===== src/rtl/secs_rtc_pkg.sv =====
package secs_rtc_pkg;
  localparam int unsigned BYTE_W      = 8;
  localparam int unsigned OFS_CTRL    = 0;
  localparam int unsigned OFS_CLR     = 1;
  localparam int unsigned OFS_STAGE   = 2;
  localparam int unsigned BIT_CNT_EN  = 7;
  localparam int unsigned BIT_ALM_EN  = 1;
  localparam int unsigned BIT_CLR     = 0;
endpackage


===== src/rtl/secs_rtc_regfile.sv =====
module secs_rtc_regfile
  import secs_rtc_pkg::*;
#(
  parameter int unsigned NBYTES = 4,
  parameter int unsigned ADDR_W = 4,
  localparam int unsigned CNT_W = BYTE_W * NBYTES
) (
  input  logic              clk,
  input  logic              rst_n,
  input  logic [ADDR_W-1:0] addr,
  input  logic [BYTE_W-1:0] wdata,
  input  logic              we,
  input  logic              re,
  input  logic [CNT_W-1:0]  count,
  output logic [BYTE_W-1:0] rdata,
  output logic              cnt_en,
  output logic              alm_en,
  output logic              load,
  output logic [CNT_W-1:0]  load_val,
  output logic [CNT_W-1:0]  alarm_val,
  output logic              clr_req
);
  localparam int unsigned OFS_LIVE = OFS_STAGE + NBYTES;
  localparam int unsigned OFS_ALM  = OFS_LIVE + NBYTES;
  localparam logic [ADDR_W-1:0] A_CTRL  = ADDR_W'(OFS_CTRL);
  localparam logic [ADDR_W-1:0] A_CLR   = ADDR_W'(OFS_CLR);
  localparam logic [ADDR_W-1:0] A_STAGE = ADDR_W'(OFS_STAGE);

  logic ctrl_wr;
  logic cnt_en_q, cnt_en_d, alm_en_q, alm_en_d;
  logic [CNT_W-1:BYTE_W] stage_q;
  logic [CNT_W-1:0]      alarm_q;
  logic [BYTE_W-1:0]     rd_q, rd_d;

  // control bits
  assign ctrl_wr = we && (addr == A_CTRL);

  always_comb begin
    cnt_en_d = cnt_en_q;
    alm_en_d = alm_en_q;
    if (ctrl_wr) begin
      cnt_en_d = wdata[BIT_CNT_EN];
      alm_en_d = wdata[BIT_ALM_EN];
    end
  end

  always_ff @(posedge clk or negedge rst_n) begin
    if (!rst_n) begin
      cnt_en_q <= 1'b0;
      alm_en_q <= 1'b0;
    end else if (ctrl_wr) begin
      cnt_en_q <= cnt_en_d;
      alm_en_q <= alm_en_d;
    end
  end

  // staging bytes 1..NBYTES-1 and alarm bytes, one lane each
  genvar g;
  generate
    for (g = 1; g < NBYTES; g++) begin : g_stage
      logic lane_wr;
      assign lane_wr = we && (addr == ADDR_W'(OFS_STAGE + g));
      always_ff @(posedge clk or negedge rst_n) begin
        if (!rst_n)       stage_q[BYTE_W*g +: BYTE_W] <= '0;
        else if (lane_wr) stage_q[BYTE_W*g +: BYTE_W] <= wdata;
      end
    end
    for (g = 0; g < NBYTES; g++) begin : g_alarm
      logic lane_wr;
      assign lane_wr = we && (addr == ADDR_W'(OFS_ALM + g));
      always_ff @(posedge clk or negedge rst_n) begin
        if (!rst_n)       alarm_q[BYTE_W*g +: BYTE_W] <= '0;
        else if (lane_wr) alarm_q[BYTE_W*g +: BYTE_W] <= wdata;
      end
    end
  endgenerate

  // read path, registered on the strobe
  always_comb begin
    rd_d = '0;
    if (addr == A_CTRL) begin
      rd_d[BIT_CNT_EN] = cnt_en_q;
      rd_d[BIT_ALM_EN] = alm_en_q;
    end
    for (int b = 0; b < NBYTES; b++) begin
      if (addr == ADDR_W'(OFS_LIVE + b)) rd_d = count[BYTE_W*b +: BYTE_W];
      if (addr == ADDR_W'(OFS_ALM + b))  rd_d = alarm_q[BYTE_W*b +: BYTE_W];
    end
  end

  always_ff @(posedge clk or negedge rst_n) begin
    if (!rst_n)  rd_q <= '0;
    else if (re) rd_q <= rd_d;
  end

  assign rdata     = rd_q;
  assign cnt_en    = cnt_en_q;
  assign alm_en    = alm_en_q;
  assign load      = we && (addr == A_STAGE);
  assign load_val  = {stage_q, wdata};
  assign alarm_val = alarm_q;
  assign clr_req   = we && (addr == A_CLR) && wdata[BIT_CLR];
endmodule


===== src/rtl/secs_rtc_counter.sv =====
module secs_rtc_counter #(
  parameter int unsigned CNT_W = 32
) (
  input  logic             clk,
  input  logic             rst_n,
  input  logic             tick,
  input  logic             cnt_en,
  input  logic             load,
  input  logic [CNT_W-1:0] load_val,
  output logic [CNT_W-1:0] count,
  output logic [CNT_W-1:0] count_next,
  output logic             step
);
  logic [CNT_W-1:0] cnt_q, cnt_d;
  logic             upd;

  assign step = tick && cnt_en && !load;
  assign upd  = load || step;

  always_comb begin
    cnt_d = cnt_q;
    if (load)      cnt_d = load_val;
    else if (step) cnt_d = cnt_q + CNT_W'(1);
  end

  always_ff @(posedge clk or negedge rst_n) begin
    if (!rst_n)   cnt_q <= '0;
    else if (upd) cnt_q <= cnt_d;
  end

  assign count      = cnt_q;
  assign count_next = cnt_d;
endmodule


===== src/rtl/secs_rtc_alarm.sv =====
module secs_rtc_alarm #(
  parameter int unsigned CNT_W = 32
) (
  input  logic             clk,
  input  logic             rst_n,
  input  logic             step,
  input  logic             alm_en,
  input  logic [CNT_W-1:0] count_next,
  input  logic [CNT_W-1:0] alarm_val,
  input  logic             clr_req,
  output logic             pending
);
  logic pend_q, pend_d, hit;

  assign hit = step && alm_en && (count_next == alarm_val);

  // a hit outranks a clear in the same cycle
  always_comb begin
    pend_d = pend_q;
    if (clr_req) pend_d = 1'b0;
    if (hit)     pend_d = 1'b1;
  end

  always_ff @(posedge clk or negedge rst_n) begin
    if (!rst_n) pend_q <= 1'b0;
    else        pend_q <= pend_d;
  end

  assign pending = pend_q;
endmodule


===== src/rtl/secs_rtc_core.sv =====
module secs_rtc_core
  import secs_rtc_pkg::*;
#(
  parameter int unsigned NBYTES = 4,
  parameter int unsigned ADDR_W = 4
) (
  input  logic              clk,
  input  logic              rst_n,
  input  logic              tick_1hz,
  input  logic [ADDR_W-1:0] bus_addr,
  input  logic [7:0]        bus_wdata,
  input  logic              bus_we,
  input  logic              bus_re,
  output logic [7:0]        bus_rdata,
  output logic              alarm_irq
);
  localparam int unsigned CNT_W = BYTE_W * NBYTES;

  logic             cnt_en, alm_en, load, clr_req, step;
  logic [CNT_W-1:0] load_val, alarm_val, count_q, count_next;

  secs_rtc_regfile #(.NBYTES(NBYTES), .ADDR_W(ADDR_W)) u_regs (
    .clk(clk), .rst_n(rst_n), .addr(bus_addr), .wdata(bus_wdata),
    .we(bus_we), .re(bus_re), .count(count_q), .rdata(bus_rdata),
    .cnt_en(cnt_en), .alm_en(alm_en), .load(load), .load_val(load_val),
    .alarm_val(alarm_val), .clr_req(clr_req)
  );

  secs_rtc_counter #(.CNT_W(CNT_W)) u_cnt (
    .clk(clk), .rst_n(rst_n), .tick(tick_1hz), .cnt_en(cnt_en),
    .load(load), .load_val(load_val), .count(count_q),
    .count_next(count_next), .step(step)
  );

  secs_rtc_alarm #(.CNT_W(CNT_W)) u_alm (
    .clk(clk), .rst_n(rst_n), .step(step), .alm_en(alm_en),
    .count_next(count_next), .alarm_val(alarm_val), .clr_req(clr_req),
    .pending(alarm_irq)
  );
endmodule


===== config.mk =====
export PLATFORM = sky130hd
export DESIGN_NAME = secs_rtc_core
export DESIGN_NICKNAME = d
export VERILOG_FILES = /design/src/rtl/secs_rtc_pkg.sv /design/src/rtl/secs_rtc_regfile.sv /design/src/rtl/secs_rtc_counter.sv /design/src/rtl/secs_rtc_alarm.sv /design/src/rtl/secs_rtc_core.sv
export SDC_FILE = /design/constraint.sdc
export NUM_CORES = 1
export LEC_CHECK = 0
export BUFFER_PORTS_ARGS = -buffer_cell sky130_fd_sc_hd__buf_2
export CORE_UTILIZATION = 56
export CTS_CLUSTER_SIZE = 10
export DETAILED_ROUTE_END_ITERATION = 12
export GPL_TIMING_DRIVEN = 1
export PLACE_DENSITY = 0.77
export RECOVER_POWER = 100
export SYNTH_ARGS = -nofsm -noshare
export SYNTH_HDL_FRONTEND = slang
export SYNTH_SLANG_ARGS = --single-unit

===== constraint.sdc =====
create_clock -name clk -period 2.6 [get_ports clk]
set_clock_uncertainty 0.1 [all_clocks]
set_input_delay 0.52 -clock clk [delete_from_list [all_inputs] [get_ports clk]]
set_output_delay 0.52 -clock clk [all_outputs]
set_load 0.005 [all_outputs]

==> results.txt <==
Status: finished clean
Fin. Hold Viols: 0
Internal power: 3.435 mW
Yosys top cell area share: 41.21%
Leakage: 3.144 nW
Hpwl dp: 16.43 mm
Drt wl/cell: 25.09 µm
Reg2Reg Depth: 9
Share of layout cells above drive strength 1: 36.79%
Switching power: 2.307 mW
Die area: 11,150 µm²
Post-synth cell types: 61
Total grt overflow: 0
Number of synthesized flops with an enable pin: 0
First DRT Iteration DRCs: 670
Most frequent cells in the layout: buf_4, dfrtp_1, mux2_2
Rows: 37
Port bufs: 25
Power Density: 761.7 nW/µm²
CP endpoint kind: flop
# diodes: 0
Met1 wire length: 8.880 mm
Seq/Total Area, Yosys: 41.21%
Metal2 WL: 9.785 mm
Routed length on met3: 2.526 mm
Hold WC Path Type: in2async
Final period util: 99.86%
Slew HR: 22.58%
Tmin final: 2.596 ns
Area grow syn2layout: 25.39%
CTS Root Cell: clkbuf_8
Clock Sinks: 99
# Max-Cap Violations: 0
Mean post-synth cell area: 9.589 µm²
Most common cell after layout, fill and taps aside: buf_4
Num ports: 26
Register bit total from synthesis: 99
RSZ-0062 raised after global routing: yes
Slew of the pin with the lowest slew margin: 1.161 ns
Ys flop type: dfrtp_1
Overall routing resource usage: 41.68%
DRC violations left: 0
Top Metal Used: met4
Pre-Repair DR Iteration Count: 9
CTS clk-pin slew, worst paths: 0.11 ns
Crit path launch type: flop
Worst R2R Setup Slack: 0.004 ns
Starting Density: 57.98%
WS Path Type: reg2reg
Clock Latency Late Sink: 0.41 ns
Die H: 105.6 µm
Clock buffer count from CTS: 9
Critical Path, Cell by Cell: ha_4 > and4_4 > and3_2 > xnor2_1 > and3_1 > a311o_1 > nor4_2 > nand4_1 > o31ai_2
Post-Route WL: 22.31 mm
Endpoints failing setup: 0
FFs w/ async S/R, synth: 100.0%
Floorplan core area: 10,370 µm²
CP arrival: 2.82 ns
TritonCTS clock tree: built
Nets@finish: 766
Post-Synthesis Cells: 627
First-pass GRT wire length: 33.67 mm
Register area: 2480 µm²
Largest net degree at the start of global routing: 41
CP top delay family: simple AND/OR/NAND/NOR gates
Synth Cell Area: 6012 µm²
H-tree Lvls: 3
Max Fclk: 385.2 MHz
Area contributors post-synth: dfrtp_1, mux2_2, xnor2_1
Sw frac: 40.18%
Die extent in x: 105.6 µm
Ys Warns: 0
Synth area leader: dfrtp_1
Fin Hold WS: 0.2314 ns
GPL Wtd Cong: 0.9724
Clock group share of total power: 17.1%
Post-route ant nets: 0
Area of the multi-input gates: 3563 µm²
Vias in the first global route: 5,627
Synthesized Nets: 645
Max FO, Critical Path: 3
Dpl cells: 862
Clock buffer depth: 2
Filler cell count: 778
Worst path bufs/invs: 0
Vias: 5,891
Worst path required time: 2.82 ns
Reg power frac: 41.2%
Crit path largest cell delay: 0.44 ns
Hold-fix buffers at CTS: 0
Max-slew violation count: 0
Worst IR drop on VDD: 0.6532 mV
Vias per cell: 6.627
Combinational share of power: 41.7%
Antenna violations before repair: 0
Slowest stage cell, crit path: dfrtp_1
Fin cells: 889
Reg-to-Reg Start: u_cnt.count[1]
R2R Path End: u_alm.pending
-- worst max-delay path by stage --
| stage | startpoint | endpoint | slack (ns) | cells past startpoint |
|---|---|---|---|---|
| 6_report | u_cnt.count[1] | u_alm.pending | 0.004 | 9 |
| 5_1_grt | u_cnt.count[1] | u_alm.pending | -0.06 | 10 |
| 4_1_cts | u_cnt.count[0] | u_alm.pending | 0.0002 | 9 |
| 3_5_place_dp | bus_addr[3] | u_alm.pending | -0.22 | 9 |
| 3_3_place_gp | bus_addr[1] | u_alm.pending | -0.23 | 10 |
| 2_1_floorplan | bus_we | u_alm.pending | 0.0008 | 10 |
-- state kept, by name, indices dropped and copies added, names as in the netlist --
signal            count
u_cnt.count          32
u_regs.alarm_val     32
u_regs.load_val      24
u_regs.rdata          8
u_alm.pending         1
u_regs.alm_en         1
u_regs.cnt_en         1
-- power groups by stage --
stage	Combinational, mW	Sequential (mW)	Clock [mW]
after floorplan	1.19	2.23	0
after global placement	2.02	2.33	0
final	2.40	2.37	0.981
after detailed placement	2.05	2.34	0
after global routing	2.53	2.41	1.04
after CTS	2.09	2.32	0.981
-- logic make-up (layout without fill, tap and decap cells) --
group / Yosys count / count (layout) / share of synthesized area, %
compound gates: 136 / 136 / 14.98
mux: 65 / 65 / 12.05
xor+xnor: 58 / 58 / 8.450
simple gates: 218 / 218 / 19.33
fa+ha+maj: 1 / 1 / 0.2081
flops: 99 / 99 / 41.21
buf+inv: 50 / 176 / 3.767
-- layer usage --
layer	up-vias	GRT usage, %
li1	2550	-
met1	2886	57.82
met2	363	62.78
met3	92	11.07
met4	0	15.18
met5	-	0
-- final cells by class --
type,instances,area share [%]
clock buffer,9,1.643
clock inverter,7,0.7469
inverter,7,0.3485
multi-input combinational,478,47.27
sequential,99,32.90
tap,136,2.257
timing repair buffer,153,14.84
-- what timing repair did --
| action | CTS | global route |
|---|---|---|
| gates cloned | 0 | 0 |
| endpoints found under the setup margin | 1 | 1 |
| pin swaps | 3 | 23 |
| buffers inserted | 2 | 9 |
| resized for setup | 7 | 54 |
-- worst reg2reg max path, stage by stage, from the launching register on --
cell	delay [ns]
dfrtp_1	0.44
ha_4	0.19
and4_4	0.15
and3_2	0.25
xnor2_1	0.18
and3_1	0.21
a311o_1	0.31
nor4_2	0.31
nand4_1	0.15
o31ai_2	0.23
-- through the flow --
step | util, % | cell area, µm² | setup slack [ns] | setup TNS (ns) | power, mW
floorplan | - | 6012 | 0.0008220 | 0 | 3.413
global placement | 67.80 | 7030 | -0.2316 | -0.2782 | 4.351
detailed placement | 67.80 | 7030 | -0.2248 | -0.3062 | 4.393
CTS | 70.00 | 7259 | 0.0001754 | 0 | 5.391
global route | 72.70 | 7538 | -0.05790 | -0.05790 | 5.979
finish | 72.70 | 7538 | 0.003707 | 0 | 5.742
-- cell usage after synthesis (4+ instances only) --
library cell / n
dfrtp_1: 99
mux2_2: 59
nand2_1: 51
nor2_1: 41
o21ai_0: 39
a21oi_1: 33
xnor2_1: 31
nand3_1: 30
xor2_1: 27
clkbuf_1: 24
nand4_1: 14
a221oi_1: 12
nor3_1: 12
a22o_1: 11
buf_2: 10
a31oi_1: 9
nor2b_1: 9
nor4_1: 9
and3_1: 8
and4_1: 7
inv_1: 7
nand2b_1: 7
mux2i_1: 6
or3_1: 6
buf_4: 5
nand3b_1: 4
o32ai_1: 4
No activity file was read; power rests on OpenSTA's default activity.
